<file path="src/rtl/xfer_pkg.sv">
package xfer_pkg;
  localparam int XFER_CNT_W       = 32;
  localparam int XFER_HOLD_CYCLES = 8;
  localparam int XFER_SMALL_N     = 5;
  localparam int XFER_SYNC_STAGES = 2;

  typedef enum logic {
    MODE_PIN  = 1'b0,
    MODE_SELF = 1'b1
  } upd_mode_e;
endpackage

</file>
<file path="src/rtl/half_rate_counter.sv">
module half_rate_counter #(
  parameter int CNT_W = 32
) (
  input  logic             clk,
  input  logic             rst_n,
  input  logic             en,
  input  logic [CNT_W-1:0] reload_val,
  output logic             fire
);
  logic             ph_q, ph_d;
  logic [CNT_W-1:0] cnt_q, cnt_d;
  logic             at_zero;

  assign at_zero = (cnt_q == '0);
  assign fire    = en && ph_q && at_zero;

  always_comb begin
    ph_d  = ph_q;
    cnt_d = cnt_q;
    if (!en) begin
      ph_d  = 1'b0;
      cnt_d = '0;
    end else begin
      ph_d = ~ph_q;
      if (ph_q) begin
        cnt_d = at_zero ? reload_val : cnt_q - 1'b1;
      end
    end
  end

  always_ff @(posedge clk or negedge rst_n) begin
    if (!rst_n) begin
      ph_q  <= 1'b0;
      cnt_q <= '0;
    end else begin
      ph_q  <= ph_d;
      cnt_q <= cnt_d;
    end
  end

  AST_HALF_RATE_HOLD: assert property (@(posedge clk) disable iff (!rst_n)
    (en && !ph_q) |=> $stable(cnt_q));
endmodule

</file>
<file path="src/rtl/pulse_stretch.sv">
module pulse_stretch #(
  parameter int HOLD_CYCLES = 8
) (
  input  logic clk,
  input  logic rst_n,
  input  logic en,
  input  logic trig,
  output logic active
);
  localparam int HOLD_W = $clog2(HOLD_CYCLES + 1);

  logic [HOLD_W-1:0] hcnt_q, hcnt_d;

  assign active = (hcnt_q != '0);

  always_comb begin
    hcnt_d = hcnt_q;
    if (!en) begin
      hcnt_d = '0;
    end else if (trig) begin
      hcnt_d = HOLD_W'(HOLD_CYCLES);
    end else if (active) begin
      hcnt_d = hcnt_q - 1'b1;
    end
  end

  always_ff @(posedge clk or negedge rst_n) begin
    if (!rst_n) hcnt_q <= '0;
    else        hcnt_q <= hcnt_d;
  end

  AST_TRIG_RAISES: assert property (@(posedge clk) disable iff (!rst_n)
    (en && trig) |=> active);
endmodule

</file>
<file path="src/rtl/edge_sync.sv">
module edge_sync #(
  parameter int STAGES = 2
) (
  input  logic clk,
  input  logic rst_n,
  input  logic async_in,
  output logic rise
);
  logic [STAGES-1:0] sync_q, sync_d;
  logic              last_q;

  generate
    for (genvar g = 0; g < STAGES; g++) begin : g_stage
      if (g == 0) begin : g_first
        assign sync_d[g] = async_in;
      end else begin : g_next
        assign sync_d[g] = sync_q[g-1];
      end
    end
  endgenerate

  assign rise = sync_q[STAGES-1] & ~last_q;

  always_ff @(posedge clk or negedge rst_n) begin
    if (!rst_n) begin
      sync_q <= '0;
      last_q <= 1'b0;
    end else begin
      sync_q <= sync_d;
      last_q <= sync_q[STAGES-1];
    end
  end

  AST_RISE_FROM_STAGE: assert property (@(posedge clk) disable iff (!rst_n)
    rise |-> $past(sync_q[STAGES-2]));
endmodule

</file>
<file path="src/rtl/xfer_strobe_gen.sv">
module xfer_strobe_gen
  import xfer_pkg::*;
#(
  parameter int CNT_W       = XFER_CNT_W,
  parameter int HOLD_CYCLES = XFER_HOLD_CYCLES,
  parameter int SMALL_N     = XFER_SMALL_N,
  parameter int SYNC_STAGES = XFER_SYNC_STAGES
) (
  input  logic             clk,
  input  logic             rst_n,
  input  logic [CNT_W-1:0] interval_n,
  input  logic             int_mode,
  input  logic             pin_in,
  output logic             pin_out,
  output logic             pin_oe,
  output logic             xfer_stb
);
  upd_mode_e mode_q, mode_d;
  logic      stb_q, stb_d;
  logic      self_en, int_fire, ext_rise, hold_active, small_n;

  assign self_en = (mode_q == MODE_SELF);
  assign small_n = (interval_n < CNT_W'(SMALL_N));

  half_rate_counter #(.CNT_W(CNT_W)) i_counter (
    .clk(clk), .rst_n(rst_n), .en(self_en),
    .reload_val(interval_n), .fire(int_fire)
  );

  pulse_stretch #(.HOLD_CYCLES(HOLD_CYCLES)) i_stretch (
    .clk(clk), .rst_n(rst_n), .en(self_en),
    .trig(int_fire), .active(hold_active)
  );

  edge_sync #(.STAGES(SYNC_STAGES)) i_sync (
    .clk(clk), .rst_n(rst_n), .async_in(pin_in), .rise(ext_rise)
  );

  always_comb begin
    mode_d = upd_mode_e'(int_mode);
    stb_d  = self_en ? int_fire : ext_rise;
  end

  always_ff @(posedge clk or negedge rst_n) begin
    if (!rst_n) begin
      mode_q <= MODE_SELF;
      stb_q  <= 1'b0;
    end else begin
      mode_q <= mode_d;
      stb_q  <= stb_d;
    end
  end

  assign pin_oe   = self_en;
  assign pin_out  = self_en & (hold_active | small_n);
  assign xfer_stb = stb_q;

  AST_STB_SINGLE: assert property (@(posedge clk) disable iff (!rst_n)
    xfer_stb |=> !xfer_stb);
  AST_PIN_QUIET_EXT: assert property (@(posedge clk) disable iff (!rst_n)
    !pin_oe |-> !pin_out);
  AST_PULSE_WITH_STB: assert property (@(posedge clk) disable iff (!rst_n)
    (xfer_stb && pin_oe) |-> pin_out);
endmodule

</file>
<file path="config.mk">
export PLATFORM = sky130hd
export DESIGN_NAME = xfer_strobe_gen
export DESIGN_NICKNAME = d
export VERILOG_FILES = /design/src/rtl/xfer_pkg.sv /design/src/rtl/half_rate_counter.sv /design/src/rtl/pulse_stretch.sv /design/src/rtl/edge_sync.sv /design/src/rtl/xfer_strobe_gen.sv
export SDC_FILE = /design/constraint.sdc
export NUM_CORES = 1
export LEC_CHECK = 0
export ABC_AREA = 1
export BUFFER_PORTS_ARGS = -buffer_cell sky130_fd_sc_hd__clkbuf_2
export CAP_MARGIN = 0
export CORE_ASPECT_RATIO = 0.8
export CORE_MARGIN = 2
export CORE_UTILIZATION = 55
export CTS_CLUSTER_DIAMETER = 40
export DETAILED_ROUTE_END_ITERATION = 8
export PLACE_DENSITY = 0.77
export SYNTH_ARGS = -nofsm -noshare
export SYNTH_HDL_FRONTEND = slang
export SYNTH_SLANG_ARGS = --single-unit
export TNS_END_PERCENT = 100
</file>
<file path="constraint.sdc">
create_clock -name clk -period 4.25 [get_ports clk]
set_input_delay 0.2125 -clock clk [delete_from_list [all_inputs] [get_ports clk]]
set_output_delay 0.2125 -clock clk [all_outputs]
set_load 0.02 [all_outputs]
</file>
Word-level counts from Yosys, hierarchy flattened
Index checks and enable logic that the tools add are counted.
{"block": "classes", "n_reduce_logical": 4, "n_mux": 8, "eq_ne": 2, "bitwise": 5, "order_cmp": 1, "shifts": 0, "addsub": 2, "mul": 0, "div_mod_pow": 0}
{"operator": "$mux W32", "count": 3}
{"operator": "$logic_not A32 Y1", "count": 1}
{"operator": "$lt A32 B3 Y1 const B", "count": 1}
{"operator": "$sub A32 B1 Y32 const B", "count": 1}
{"operator": "$mux W4", "count": 3}
{"operator": "$reduce_bool A4 Y1", "count": 1}
{"operator": "$sub A4 B1 Y4 const B", "count": 1}
{"operator": "$ne A3 B1 Y1 const B", "count": 1}
{"operator": "$and A1 B1 Y1", "count": 2}
{"operator": "$logic_and A1 B1 Y1", "count": 2}
{"operator": "$mux W1", "count": 2}
{"operator": "$ne A2 B1 Y1 const B", "count": 1}
{"operator": "$not A1 Y1", "count": 2}
{"operator": "$or A1 B1 Y1", "count": 1}
{"block": "totals", "mem_bits_ro": 0, "ramBits": 0, "inputBits": 36, "elab_cells": 29, "register_bits": 42, "memories": 0, "output_inout_bits": 3, "latchBits": 0}

Longest topological paths before layout
Gate-level depths: netlist of run 1.
{"block": "logic_depth", "depth_word": 4, "depth_mapped": 11, "mapped_depth_nobuf": 11}

By module
A second synthesis of run 1 with hierarchy kept.
{"block": "unflattened", "cells_unflattened": 552, "area_unflattened_um2": 3360.7}
{"module": "half_rate_counter", "cells_per_inst": 471, "area_each_um2": 2810.2, "seq_area_each_um2": 825.8, "n_inst": 1}
{"module": "pulse_stretch", "cells_per_inst": 33, "area_each_um2": 235.2, "seq_area_each_um2": 100.1, "n_inst": 1}
{"module": "xfer_strobe_gen", "cells_per_inst": 43, "area_each_um2": 230.2, "seq_area_each_um2": 51.3, "n_inst": 1}
{"module": "edge_sync", "cells_per_inst": 5, "area_each_um2": 85.1, "seq_area_each_um2": 75.1, "n_inst": 1}

Worst setup path after synthesis of run 1
OpenSTA, ideal clock, no wires.
{"block": "synth_path", "path_type": "register to register", "startpoint": "register i_counter.cnt_q[0]", "endpoint": "register i_counter.cnt_q[0]", "required_ns": 4.117, "stages_incl_launch_ff": 11, "path_buffers": 1, "path_slack_ns": 2.621, "setup_ns": 0.133, "period_less_slack_ns": 1.629, "arrival_time_ns": 1.496, "cell_sequence": "dfrtp_1 inv_1 ha_1 nand2_4 nor2_8 nand2_4 nor2_8 buf_6 nand3_1 nand3_1 o21ai_0"}
{"block": "synth_via", "elab_chain_cells": 4, "elab_cells_between_ends": 5, "cone_classes": "add/sub: 1; mux: 3; reduce/logical: 1"}
{"element": "start: declaration", "line_no": "half_rate_counter.sv:11", "text": "logic [CNT_W-1:0] cnt_q, cnt_d;"}
{"element": "start signal: assignment", "line_no": "half_rate_counter.sv:37", "text": "cnt_q <= cnt_d;"}
{"element": "$sub A32 B1 Y32 or $logic_not A32 Y1 (tied branches)", "line_no": "half_rate_counter.sv:26, half_rate_counter.sv:14"}
{"element": "$mux W32 *", "line_no": "half_rate_counter.sv:26", "text": "cnt_d = at_zero ? reload_val : cnt_q - 1'b1;"}
{"element": "$mux W32 *", "line_no": "half_rate_counter.sv:25", "text": "if (ph_q) begin"}
{"element": "$mux W32 *", "line_no": "half_rate_counter.sv:20", "text": "if (!en) begin"}
Every way passes the cells marked *; elsewhere a longest branch is shown, timed or not. The select of a mux whose other input is x is not followed.
A chain may end at the register's enable or synchronous reset.

Worst setup path in the final report of run 1
{"block": "layout_path", "startpoint": "register i_counter.cnt_q[25]", "endpoint": "register i_counter.cnt_q[5]"}
{"block": "layout_via", "elab_chain_cells": 4}
{"element": "$logic_not A32 Y1", "line_no": "half_rate_counter.sv:14", "text": "assign at_zero = (cnt_q == '0);"}
{"element": "$mux W32", "line_no": "half_rate_counter.sv:26"}
{"element": "$mux W32", "line_no": "half_rate_counter.sv:25"}
{"element": "$mux W32", "line_no": "half_rate_counter.sv:20"}
Every way passes these cells. The select of a mux whose other input is x is not followed.

==> results.tsv, run 1 <==
metric	value	unit
htree_levels	2	
finalCritPeriodShare	53.08	%
place_congestion	0.9289	
critPathKind	reg -> reg	
min_period	2.256	ns
synth_cell_types	34	
fin_tns_setup	0	ns
fp.coreArea	0.005435	mm2
numCtsBuffers	5	
antenna_found_initial	0	
ys_warn_count	0	
async_flop_share	100.0	%
vias_per_cell	5.468	
slew_headroom	26.37	%
synth_edf_count	0	
n_antenna_cell	0	
numClockSinks	42	
drtAntennaViolNets	0	
dieArea	0.006262	mm2
tritoncts	yes	
num_vias	3248	
drc	0	
grt_max_degree	43	
min_path_type	in -> reg	
syn_inst	480	
clk_pin_slew	0.09	ns
root_buffer	clkbuf_8	
drt_pass1_iterations	5	
fmax	0.4433	GHz
drive_above_1_share	12.79	%
wl_per_cell	14.78	um
die_height	71.18	um
ys_ff_latch	42	
top_level_ports	39	
synth_flop_cell	dfrtp_1	
area_growth	11.81	%
synth.avg_cell_area	6.465	um2
worstPathArrival	2.48	ns
grt_overflow	0	
place_inst	585	
clk_latency	0.31	ns
crit_fanout	24	
clock_path_buffers	2	
yosysSeqAreaShare	33.91	%
critPathRequiredTime	4.47	ns
finalNetCount	554	
start_util	57.09	%
whs	0.008891	ns
stdcell_count	594	
synthesis.area	0.003103	mm2
rsz0062_at_grt	no	
maxSlewViolCount	0	
die_w	87.98	um
drt_iter0_markers	331	
status	finished clean	
placementRows	24	
grt_pass1_vias	2995	
track_usage	30.74	%
routed_wl	8778	um
dpl.hpwl	6517	um
worst_pin_slew	1.104	ns
port_buffers	38	
grt_pass1_wl	14820	um
skew	0.005271	ns
hold_viol	0	
nFillCells	483	
synth_fp_nets	519	
max-cap-violations	0	
end_kind	flip-flop	
critPathLaunchType	flip-flop	
finish.utilization	63.84	%
setup_viol	0	
-- cells in the mapped netlist (3+ instances only) --
cell type | instances | area share, %
nand2_1 | 137 | 17
inv_1 | 68 | 8.2
nand3_1 | 66 | 11
nor2_1 | 66 | 8.0
dfrtp_1 | 41 | 33
o21ai_0 | 17 | 2.7
nand4_1 | 14 | 2.8
xor2_1 | 9 | 2.5
nor2_2 | 8 | 1.6
nand3b_1 | 7 | 1.7
o21ai_1 | 7 | 1.1
buf_2 | 4 | 0.65
clkbuf_1 | 4 | 0.48
buf_6 | 3 | 1.1
ha_1 | 3 | 1.2
nand2_4 | 3 | 1.1
-- worst max-delay path, stage by stage, from the launching register on --
cell and delay, ns:
dfrtp_1 0.44, nor2_1 0.23, nand2_1 0.12, nor2_2 0.80
nand2_4 0.26, nand2_1 0.13, nand3_1 0.07, o21ai_0 0.11
-- stage by stage --
stage                     cell area [um2]  setup WS, ns
after global placement               3322         2.132
after CTS                            3470         2.019
after detailed placement             3322         2.046
after global routing                 3470         1.727
final                                3470         1.994
after floorplan                      3103         2.621
-- registers in the layout, summed over array words and instances, names as in the netlist --
name	flops
i_counter.cnt_q	32
i_counter.ph_q	1
i_stretch.hcnt_q	4
i_sync.last_q	1
i_sync.sync_q	2
pin_oe	1
xfer_stb	1
-- logic make-up (layout without fill, tap and decap cells) --
logic type | after synthesis | count (layout) | synth area share [%]
multiplexers | 1 | 1 | 0.3226
AO/OA/AOI/OAI | 31 | 31 | 5.363
buffers and inverters | 83 | 119 | 11.05
flip-flops | 42 | 42 | 33.91
XOR/XNOR | 10 | 10 | 2.823
AND/OR/NAND/NOR | 310 | 310 | 45.32
adder cells (fa/ha/maj) | 3 | 3 | 1.210
-- repair_timing --
action,in CTS,in global routing
buffers inserted,0,0
resized for setup,0,0
endpoints found under the hold margin,1,0
hold buffers,1,0
-- layout make-up --
cell class / count / area, um2 / area share [%]
clock buffer: 5 / 68.82 / 1.983
clock inverter: 3 / 68.82 / 1.983
inverter: 71 / 266.5 / 7.681
multi-input combinational: 355 / 1708 / 49.22
sequential: 42 / 1052 / 30.33
tap: 78 / 97.59 / 2.813
timing repair buffer: 40 / 207.7 / 5.986
-- final timing paths --
check / from / cells past startpoint / slack [ns] / to
max in group asynchronous: rst_n / 1 / 3.49 / i_counter.cnt_q[11]
worst max register to register: i_counter.cnt_q[25] / 7 / 1.99 / i_counter.cnt_q[5]
worst min register to register: i_sync.sync_q[0] / 0 / 0.36 / i_sync.sync_q[1]
min in group asynchronous: rst_n / 1 / 0.10 / i_counter.cnt_q[1]
worst max-delay path: i_counter.cnt_q[25] / 7 / 1.99 / i_counter.cnt_q[5]
worst min-delay path: pin_in / 1 / 0.009 / i_sync.sync_q[0]
-- metal layers --
metal / vias up / global-route usage, % / wire length (um)
met5: - / 0 / 0
met4: 0 / 10.26 / 189
met3: 17 / 4.434 / 765
met2: 152 / 43.35 / 3652
met1: 1494 / 47.96 / 4170
li1: 1585 / - / -
-- cells in the final DEF, fill, tap and decap left out, drive strengths merged, types with 2 or more instances in the layout --
cell    Yosys  layout
a21oi       2       2
bufinv      0       2
clkbuf      4      43
clkinv      1       2
dfrtp      41      41
ha          3       3
inv        70      70
nand2     141     141
nand3      67      67
nand3b      7       7
nand4      14      14
nor2       77      77
nor3        2       2
nor4        2       2
o21ai      24      24
xor2        9       9
Power of run 1 is not shown: default switching activity piles up to over one toggle a cycle in this logic, so the estimate is an artifact.
==> run 2, diff against run 1 <==
- ABC_AREA: 1 -> 0
- CORE_UTILIZATION: 55 -> 52
- PLACE_DENSITY: 0.77 -> 0.78
- clock period: 4.25 -> 1.8 ns (I/O delays scaled with it)
==> run 2 against run 1 <==
The run now ends with negative setup slack left. Register-to-register slack worse by 2.4 ns. Global-route usage grew 4.6 points. Flip-flop and latch count unchanged. Clock skew up 0.010 ns. Sequential share of layout area fell by 5.2 points. Setup slack lost 2.4 ns. Via count increased by 5.1%.
==> results.tsv, run 2 <==
metric	value	unit	change
status	finished, violations left		
violations	negative setup slack		
wl_per_cell	23.00	um	+56%
crit_chain	nor4b_4 -> buf_4 -> nand4_1 -> nor4_4 -> buf_4 -> nand4_1 -> nand2_1 -> clkbuf_8		
track_usage	35.37	%	+4.6 points
dpl.hpwl	6581	um	+0.98%
place_area	0.003573	mm2	+7.6%
crit_family	simple AND/OR/NAND/NOR gates		
die_height	67.69	um	-4.9%
drive_above_1_share	53.00	%	+40 points
clk_pin_slew	0.10	ns	about the same
antenna_found_initial	0		unchanged
grt_pass1_vias	3033		+1.3%
ys_ff_latch	42		unchanged
clock_path_buffers	2		unchanged
yosysSeqAreaShare	39.91	%	+6.0 points
die_w	83.61	um	-5.0%
final_area	0.004195	mm2	+21%
crit_fanout	2		-92%
async_flop_share	100.0	%	unchanged
slowest_delay	0.54	ns	-0.26 ns
max-cap-violations	0		unchanged
critPathKind	reg -> out		
cp.buffers_inverters	3		+3
synth_edf_count	0		unchanged
placementRows	23		-4.2%
synthMostInstantiatedCell	dfrtp_1		
endpoint	pin_out		
grt_max_degree	28		-35%
num_vias	3415		+5.1%
maxSlewViolCount	0		unchanged
worst_pin_slew	0.7507	ns	-0.3537 ns
layout_commonest_cell	buf_4		
synth_cell_types	56		+65%
drc	0		unchanged
fp.coreArea	0.004950	mm2	-8.9%
dieArea	0.005659	mm2	-9.6%
end_kind	output pin		
rr_startpoint	i_counter.cnt_q[17]		
htree_levels	2		unchanged
cp_slowest_cell	dfstp_2		
yosys.area.top_type	dfrtp_1		
layout_common_cells	90 x buf_4, 40 x dfrtp_1, 37 x clkbuf_2, 26 x nand2_1, 19 x nor2_1		
critPathRequiredTime	1.71	ns	-2.76 ns
hold_viol	0		unchanged
finalCritPeriodShare	123.7	%	
setup_ws	-0.4259	ns	-2.420 ns
skew	0.01554	ns	+0.01027 ns
clk_latency	0.31	ns	about the same
r2r_cells	8		+1
min_path_type	in -> reg		
synth_flop_cell	dfrtp_1		
numCtsBuffers	5		unchanged
path_depth	8		+1
min_period	2.226	ns	
synth_fp_nets	331		-36%
grt_pass1_wl	15490	um	+4.5%
worstPathArrival	2.14	ns	-0.34 ns
setup_viol	38		+38
numClockSinks	42		unchanged
ys_warn_count	0		unchanged
whs	0.04615	ns	+0.03726 ns
syn_inst	292		-39%
top_level_ports	39		unchanged
largest_register_ffs	32		unchanged
root_buffer	clkbuf_8		
synth_area_leaders	dfrtp_1 39%, nand2_1 4.7%, nand3_1 4.6%		
fmax	0.4493	GHz	
rrSetupSlack	-0.39	ns	-2.38 ns
synthTopCellsByCount	41 x dfrtp_1, 33 x nand2_1, 24 x nand3_1		
finalNetCount	472		-15%
port_buffers	38		unchanged
nFillCells	247		-49%
critPathLaunchType	flip-flop		
place_congestion	0.9783		+5.3%
max_flop_register	i_counter.cnt_q		
drt_iter0_markers	517		+56%
area_growth	59.14	%	
reg_top3	i_counter.cnt_q: 32 flops, i_stretch.hcnt_q: 4 flops, i_sync.sync_q: 2 flops		
n_antenna_cell	0		unchanged
rsz0062_at_grt	yes		
fin_tns_setup	-9.297	ns	-9.297 ns
drtAntennaViolNets	0		unchanged
vias_per_cell	6.885		+26%
synth.top_cell.area_share	38.92	%	+5.9 points
timing.rr.end	i_counter.cnt_q[20]		
start_util	53.26	%	-3.8 points
slew_headroom	49.96	%	+24 points
synth.avg_cell_area	9.028	um2	+40%
tritoncts	yes		
drt_pass1_iterations	5		unchanged
routed_wl	11410	um	+30%
grt_overflow	0		unchanged
cp-startpoint	pin_oe		
synthesis.area	0.002636	mm2	-15%
## run 2: final cells by class
cell class / count / area (um2) / share of cell area [%]
repair buffers: 149 / 1111 / 26.48
multi-input cells: 225 / 1828 / 43.57
clock buffers: 5 / 68.82 / 1.640
clock inverters: 3 / 18.77 / 0.4474
inverters: 10 / 37.54 / 0.8947
flip-flops and latches: 42 / 1054 / 25.11
well taps: 62 / 77.57 / 1.849
## run 2: repair_timing
item                       CTS  global route
resized for setup           48            43
setup endpoints to repair   38            38
pin swaps                   25            22
buffers inserted             9             9
hold buffers                 3             0
hold endpoints to repair    26             0
## run 2: worst min-delay path by stage
stage | from | endpoint | slack (ns) | cells past startpoint
6_report | interval_n[4] | i_counter.cnt_q[4] | 0.05 | 3
5_1_grt | interval_n[21] | i_counter.cnt_q[21] | 0.04 | 3
4_1_cts | interval_n[4] | i_counter.cnt_q[4] | 0.03 | 3
3_5_place_dp | rst_n | i_counter.cnt_q[28] | 0.17 | 1
3_3_place_gp | rst_n | i_counter.cnt_q[31] | 0.16 | 1
2_1_floorplan | rst_n | i_counter.cnt_q[0] | -0.21 | 0
## run 2: cells by family (layout without fill, tap and decap cells)
group / Yosys count / in the layout / synth area share [%]
compound gates: 65 / 65 / 17.56
xor+xnor: 2 / 2 / 0.6646
fa+ha+maj: 3 / 3 / 1.424
buf+inv: 25 / 167 / 5.458
flops: 42 / 42 / 39.91
mux: 2 / 2 / 0.7594
simple gates: 153 / 153 / 34.22
## run 2: stage by stage
step,instances,worst slack (ns),util [%]
finish,496,-0.4259,84.76
global route,496,-0.5203,84.76
CTS,489,-0.3335,79.83
detailed placement,469,-0.2959,72.19
global placement,469,-0.2292,72.19
floorplan,292,-0.2263,-
## run 2: worst min-delay path, delay by kind of cell
family	cells	cell delay (ns)
buffers and inverters	1	0.11
AO/OA/AOI/OAI	1	0.06
AND/OR/NAND/NOR	1	0.07
## run 2: per-layer routing
| layer | global-route usage [%] | share of wire, % | up-vias |
|---|---|---|---|
| met4 | 12.90 | 5.6 | 0 |
| li1 | - | - | 1408 |
| met3 | 8.313 | 13 | 87 |
| met1 | 46.33 | 36 | 1589 |
| met5 | 0 | 0 | - |
| met2 | 58.20 | 46 | 331 |
Power of run 2 is left out for the same reason.
==> run 3, diff against run 2 <==
- CTS_CLUSTER_DIAMETER: 40 -> 80
- GPL_TIMING_DRIVEN: not set -> 0
==> run 3 against run 2 <==
Highest routed layer unchanged. Routed wire length down 0.11%. Via count down 4.5%. The run still ends with negative setup slack left. Core utilization down 3.1 points. Flip-flop and latch count unchanged. Sequential share of layout area up 1.0 points. Maximum frequency down 4.2%. First-iteration DRC count down 9.1%. Critical path type unchanged. Critical path depth down 2.
==> results.tsv, run 3 (synthesis gave the netlist of run 2 again) <==
metric	value	unit	change
reg_top3	i_counter.cnt_q: 32 flops, i_stretch.hcnt_q: 4 flops, i_sync.sync_q: 2 flops		
routed_wl	11400	um	-0.11%
violations	negative setup slack		
crit_chain	nor4b_4 -> nand4_1 -> nor4_2 -> nand4_1 -> nand2_1 -> clkbuf_8		
n_antenna_cell	0		unchanged
grt_pass1_wl	15730	um	+1.5%
numClockSinks	42		unchanged
rsz0062_at_grt	yes		
tritoncts	yes		
grt_overflow	0		unchanged
worst_pin_slew	1.098	ns	+0.3474 ns
stdcell_count	454		-8.5%
grt_pass1_vias	3004		-0.96%
wl_per_cell	25.10	um	+9.1%
drt_iter0_markers	470		-9.1%
start_util	53.26	%	unchanged
rr_startpoint	i_counter.cnt_q[13]		
drt_pass1_iterations	6		+1
grt_max_degree	43		+54%
end_kind	output pin		
crit_fanout	4		+2
maxSlewViolCount	0		unchanged
status	finished, violations left		
htree_levels	2		unchanged
antenna_found_initial	0		unchanged
die_height	67.69	um	unchanged
drc	0		unchanged
dpl.hpwl	5497	um	-16%
min_period	2.324	ns	+0.09838 ns
drive_above_1_share	47.45	%	-5.5 points
dieArea	0.005659	mm2	unchanged
vias_per_cell	7.187		+4.4%
min_path_type	in -> reg		
critPathLaunchType	flip-flop		
cp-startpoint	pin_oe		
r2r_cells	7		-1
finalNetCount	430		-8.9%
cp_slowest_cell	dfstp_2		
root_buffer	clkbuf_8		
placementRows	23		unchanged
clk_latency	0.32	ns	about the same
finalCritPeriodShare	129.1	%	+5.5 points
fmax	0.4302	GHz	-4.2%
place_inst	392		-16%
track_usage	36.42	%	+1.1 points
worstPathArrival	2.23	ns	+0.09 ns
die_w	83.61	um	unchanged
skew	0.01643	ns	+0.0008901 ns
pre_cts_slack	-0.6519	ns	-0.3560 ns
finish.utilization	81.67	%	-3.1 points
max-cap-violations	0		unchanged
setup_viol	38		unchanged
critPathRequiredTime	1.71	ns	about the same
critPathKind	reg -> out		
place_congestion	0.9917		+1.4%
slowest_delay	0.56	ns	+0.02 ns
clk_pin_slew	0.09	ns	about the same
num_vias	3263		-4.5%
layout_commonest_cell	clkbuf_2		
top_level_ports	39		unchanged
port_buffers	38		unchanged
numCtsBuffers	5		unchanged
endpoint	pin_out		
hold_viol	0		unchanged
crit_top_cell	nand4_1		
layout_common_cells	40 x clkbuf_2, 37 x dfrtp_1, 35 x buf_4, 29 x nand2_1, 19 x buf_6		
drtAntennaViolNets	0		unchanged
largest_register_ffs	32		unchanged
fp.coreArea	0.004950	mm2	unchanged
rrSetupSlack	-0.42	ns	-0.03 ns
slew_headroom	26.80	%	-23 points
timing.rr.end	i_counter.cnt_q[15]		
setup_ws	-0.5243	ns	-0.09838 ns
area_growth	53.35	%	
clock_path_buffers	2		unchanged
max_flop_register	i_counter.cnt_q		
run 3: cell types whose count changed in the layout (fill, tap and decap cells not counted), moves of 5 or more:
cell and delta:
nand3_4 +6, nand3_2 -7, nor3_1 -5, buf_4 -55
run 3: metrics by stage:
step | hold slack, ns | area, um2 | setup TNS (ns)
2_1_floorplan | -0.2056 | 2731 | -3.792
3_3_place_gp | 0.1791 | 2999 | -16.79
3_5_place_dp | 0.1830 | 2999 | -18.57
4_1_cts | 0.01670 | 3712 | -6.921
5_1_grt | 0.03981 | 4043 | -13.94
6_report | 0.01134 | 4043 | -12.29
run 3: how the worst min path moves through the flow:
| stage | from | end | slack (ns) | cells after the start |
|---|---|---|---|---|
| floorplan | rst_n | i_counter.cnt_q[0] | -0.21 | 0 |
| global placement | int_mode | pin_oe | 0.18 | 1 |
| detailed placement | int_mode | pin_oe | 0.18 | 1 |
| CTS | interval_n[21] | i_counter.cnt_q[21] | 0.02 | 3 |
| global route | interval_n[4] | i_counter.cnt_q[4] | 0.04 | 3 |
| finish | interval_n[9] | i_counter.cnt_q[9] | 0.01 | 3 |
run 3: what timing repair did:
action	in CTS	in global routing
endpoints found under the setup margin	38	38
hold buffers	3	0
buffers inserted	35	15
resized for setup	57	43
endpoints found under the hold margin	7	0
pin swaps	27	23
cloned	1	0
run 3: critical path: cells and delay by family, from the launching register on:
family                 cells  cell delay (ns)
flip-flops                 1             0.56
AND/OR/NAND/NOR            5             1.22
buffers and inverters      1             0.15
run 3: final cells by class:
class | instances | area, um2
well taps | 62 | 77.57
clock inverters | 2 | 60.06
flip-flops and latches | 42 | 1057
multi-input cells | 225 | 1896
inverters | 10 | 37.54
repair buffers | 92 | 700.7
plain buffers | 15 | 131.4
fillers | 284 | 907.1
clock buffers | 6 | 82.58
run 3: metal layers:
layer  track usage, %  share of wire (%)  up-vias
li1                 -                  -     1328
met5                0                  0        -
met1            44.75                 36     1517
met2            59.50                 44      324
met4            17.54                7.2        0
met3            11.37                 13       94
Power of run 3 is left out for the same reason.
